## src/rtl/pi_pkg.sv

```systemverilog
package pi_pkg;

  typedef enum logic [2:0] {
    ST_OK      = 3'd0,
    ST_GUARD   = 3'd1,
    ST_APP     = 3'd2,
    ST_REF     = 3'd3,
    ST_INVALID = 3'd4
  } pi_status_e;

  localparam logic [1:0]  PT_TYPE1 = 2'd1;
  localparam logic [1:0]  PT_TYPE3 = 2'd3;
  localparam logic [15:0] CRC_POLY = 16'h8BB7;
  localparam int          TUPLE_BYTES = 8;

  typedef struct packed {
    logic [15:0] guard;
    logic [15:0] app;
    logic [31:0] rtag;
  } pi_tuple_t;

  function automatic logic [15:0] crc16_byte(input logic [15:0] crc, input logic [7:0] b);
    logic [15:0] c;
    c = crc;
    for (int i = 7; i >= 0; i--) begin
      if (c[15] ^ b[i]) c = {c[14:0], 1'b0} ^ CRC_POLY;
      else              c = {c[14:0], 1'b0};
    end
    return c;
  endfunction

endpackage

```

## src/rtl/pi_block_pos.sv

```systemverilog
module pi_block_pos #(
  parameter int DATA_BYTES = 16,
  parameter int META_BYTES = 16
) (
  input  logic              clk_i,
  input  logic              rst_ni,
  input  logic              clr_i,
  input  logic              adv_i,
  input  logic [7:0]        byte_i,
  input  logic              tuple_last_i,
  output logic              crc_byte_o,
  output logic              blk_end_o,
  output pi_pkg::pi_tuple_t tuple_o
);
  import pi_pkg::*;

  localparam int BLK_BYTES = DATA_BYTES + META_BYTES;
  localparam int PAD_BYTES = META_BYTES - TUPLE_BYTES;
  localparam int IDX_W     = $clog2(BLK_BYTES + 1);
  localparam logic [IDX_W-1:0] IDX_LAST  = IDX_W'(BLK_BYTES - 1);
  localparam logic [IDX_W-1:0] IDX_META  = IDX_W'(DATA_BYTES);
  localparam logic [IDX_W-1:0] IDX_PADND = IDX_W'(DATA_BYTES + PAD_BYTES);
  localparam logic [IDX_W-1:0] IDX_TUPND = IDX_W'(DATA_BYTES + TUPLE_BYTES);

  logic [IDX_W-1:0] idx_q;
  logic [63:0]      tup_q;
  logic             tup_byte;

  always_comb begin
    if (tuple_last_i) begin
      crc_byte_o = idx_q < IDX_PADND;
      tup_byte   = idx_q >= IDX_PADND;
    end else begin
      crc_byte_o = idx_q < IDX_META;
      tup_byte   = (idx_q >= IDX_META) && (idx_q < IDX_TUPND);
    end
  end

  assign blk_end_o = idx_q == IDX_LAST;
  assign tuple_o   = tup_byte ? {tup_q[55:0], byte_i} : tup_q;

  always_ff @(posedge clk_i or negedge rst_ni) begin
    if (!rst_ni) begin
      idx_q <= '0;
      tup_q <= '0;
    end else if (clr_i) begin
      idx_q <= '0;
    end else if (adv_i) begin
      idx_q <= blk_end_o ? '0 : idx_q + 1'b1;
      if (tup_byte) tup_q <= {tup_q[55:0], byte_i};
    end
  end

  // the byte index never leaves the block
  p_idx_in_block_r8: assert property (@(posedge clk_i) disable iff (!rst_ni)
    idx_q <= IDX_LAST);

endmodule

```

## config.mk

```make
export PLATFORM = sky130hd
export DESIGN_NAME = pi_block_pos
export DESIGN_NICKNAME = d
export VERILOG_FILES = /design/src/rtl/pi_pkg.sv /design/src/rtl/pi_block_pos.sv
export SDC_FILE = /design/constraint.sdc
export NUM_CORES = 1
export LEC_CHECK = 0
export BUFFER_PORTS_ARGS = -buffer_cell sky130_fd_sc_hd__buf_2
export CAP_MARGIN = 30
export CORE_ASPECT_RATIO = 0.5
export CORE_MARGIN = 5
export CORE_UTILIZATION = 51
export CTS_BUF_LIST = sky130_fd_sc_hd__clkbuf_4 sky130_fd_sc_hd__clkbuf_8 sky130_fd_sc_hd__clkbuf_16
export DETAILED_ROUTE_END_ITERATION = 8
export GPL_TIMING_DRIVEN = 0
export PLACE_DENSITY = 0.76
export SETUP_SLACK_MARGIN = 0.2
export SYNTH_ARGS = -nofsm -noshare
export SYNTH_HDL_FRONTEND = slang
export SYNTH_SLANG_ARGS = --single-unit
```

## constraint.sdc

```tcl
create_clock -name clk_i -period 5.9 [get_ports clk_i]
set_input_delay 0.295 -clock clk_i [delete_from_list [all_inputs] [get_ports clk_i]]
set_output_delay 0.295 -clock clk_i [all_outputs]
set_load 0.02 [all_outputs]
```

==> flow_summary.yaml <==
drt:
  wirelength_mm: 7.33
  drc: 0
  wl_per_cell_um: 17.1
  via_per_inst: 5.23
  ant_nets: 0
  drtIter0Drc: 143
  drt_pass1_iterations: 4
  num_vias: 2237
timing:
  hold_viol: 0
  drv_slew: 0
  fmax_ghz: 0.355
  tns_ns: 0
  fin_crit_sh_pct: 47.8
  worstMarginPinSlew_ns: 0.860
  finClkSkew_ns: 0.00415
  slew_headroom_pct: 42.7
  whs_ns: 0.0646
  setup_viol: 0
  final.setup.worst_slack_ns: 3.08
  rsz0062_at_grt: "no"
  fin_crit_ns: 2.82
placed_design:
  gp_congestion: 0.856
  place_area_um2: 4020
  dpl.hpwl_mm: 5.07
  place.port_buffers: 77
  dp.cells: 412
  dp_slack_ns: 3.44
power:
  peakVddDrop_mv: 0.176
  power.total_mw: 1.08
  power_density_nw_per_um2: 249
  p_leak_nw: 2.37
clock_tree:
  clk_pin_slew_ns: 0.05
  cts_setup_buffers: 0
  root_buffer: "clkbuf_16"
  cts_tree: "built"
  clock_sinks: 70
  htree_levels: 3
  clock_latency_ns: 0.33
  clk_path_buf_depth: 2
  cts_resized: 0
  cts_buffers: 9
  holdBufCountCts: 0
die:
  die_h_um: 68.7
  initial_core_util_pct: 52.4
  top_level_ports: 79
  row_count: 21
  fp.dieArea_um2: 8750
  die_w_um: 127
  core_area_um2: 6700
grt:
  track_usage_pct: 18.2
  grt_pass1_wl_mm: 11.9
  antenna_found_initial: 0
  grt_pass1_vias: 2390
  grt_max_degree: 71
  grt_overflow: 0
yosys:
  yosysWarnings: 0
  synth-seq-cells: 70
  syn-cell-area_um2: 3510
  synth_cells: 243
  synth-seq-area-share_pct: 49.9
  synthesis.nets: 257
  syn_avg_cell_area_um2: 14.5
  synth_cell_types: 22
layout:
  mostFrequentLayoutCell: "mux2_2"
  diodes: 0
  final_area_um2: 4340
  fillers: 543
  layout.nets: 345
  area_growth_pct: 23.5
  layout_common_cells: "123 x mux2_2, 82 x buf_2, 70 x dfrtp_1"
  post-route-util_pct: 64.8
  fin_cells: 428
  drive_above_1_share_pct: 68.8
critical_path:
  crit_type: "register to primary output"
  rr_endpoint: "tup_q[0]"
  crit_fanout: 10
  crit_chain: "or4b_4 > nand3_2 > buf_2 > mux2_2 > buf_2"
  start_kind: "register"
  crit_path_top_delay_cell: "or4b_4"
  cp.required_ns: 5.61
  reg2reg_slack_ns: 3.68
  r2r_start: "idx_q[5]"
  max_stage_delay_ns: 0.59
  worstSetupEndpoint: "tuple_o[0]"
  endpoint_kind: "primary output"
  worstPathArrival_ns: 2.53
  crit_path_frequent_cell: "buf_2"
  r2r_cells: 4
  crit_path_start: "idx_q[5]"
run_status:
  run_status: "finished clean"
run:
  max_cap_violations: 0
worst_hold_path:
  hp-class: "input port to asynchronous set/reset pin"
-- kinds of logic (layout without fill, tap and decap cells) --
group / count (synthesis) / after routing / share of synthesized area, %
muxes: 129 / 129 / 41.3
and+or+nand+nor: 20 / 20 / 3.35
buffers and inverters: 13 / 106 / 2.89
xor gates and xnor gates: 2 / 2 / 0.499
adders and majority gates: 1 / 1 / 0.356
AOI/OAI and AO/OA: 8 / 8 / 1.71
DFF: 70 / 70 / 49.9
-- worst max-delay path, delay by kind of cell, from the launching register on --
kind / cells / cell delay, ns
flops: 1 / 0.45
mux: 1 / 0.38
simple gates: 2 / 0.84
buf+inv: 2 / 0.51
-- synthesized netlist by cell type --
cell,instances,area share [%]
mux2_2,123,39
dfrtp_1,70,50
buf_2,6,0.86
buf_6,6,1.9
mux2_1,5,1.6
nor2_1,4,0.43
a21oi_1,3,0.43
nand2_1,3,0.32
nand2b_1,3,0.53
nand4_1,3,0.53
o21ai_0,3,0.43
nand3_1,2,0.29
nor2b_1,2,0.36
xor2_1,2,0.50
a311oi_1,1,0.25
a31oi_4,1,0.61
clkbuf_1,1,0.11
ha_1,1,0.36
mux2i_1,1,0.29
nand3_2,1,0.29
or4_1,1,0.21
or4b_4,1,0.39
-- sequential cells by signal (all words and copies together) (netlist names) --
register  count
idx_q         6
tup_q        64
-- worst min-delay path by stage --
stage | endpoint | slack, ns | cells past startpoint
2_1_floorplan | idx_q[0] | -0.0006 | 0
3_3_place_gp | tup_q[60] | 0.48 | 1
3_5_place_dp | tup_q[58] | 0.47 | 1
4_1_cts | tup_q[44] | 0.11 | 1
5_1_grt | tup_q[62] | 0.15 | 1
6_report | tup_q[62] | 0.06 | 1
-- area by class of cell --
class	instances	area, um2	share of cell area (%)
Buffer	13	101	2.34
Clock buffer	12	254	5.85
Sequential cell	70	1750	40.4
Tap cell	92	115	2.65
Multi-Input combinational cell	160	1660	38.2
Clock inverter	4	70.1	1.61
Timing Repair Buffer	77	388	8.94
-- metal layers --
| layer | vias up | GRT usage, % | routed length (um) |
|---|---|---|---|
| li1 | 1069 | - | - |
| met3 | 8 | 7.92 | 371 |
| met4 | 0 | 4.55 | 48 |
| met2 | 50 | 30.3 | 3530 |
| met5 | - | 0 | 0 |
| met1 | 1110 | 22.3 | 3390 |
-- power by group --
group | switching (mW) | internal, mW | total (mW)
Sequential | 0.00140 | 0.482 | 0.483
Combinational | 0.0136 | 0.00484 | 0.0184
Clock | 0.190 | 0.389 | 0.579
(Power assumes the default switching activity.)
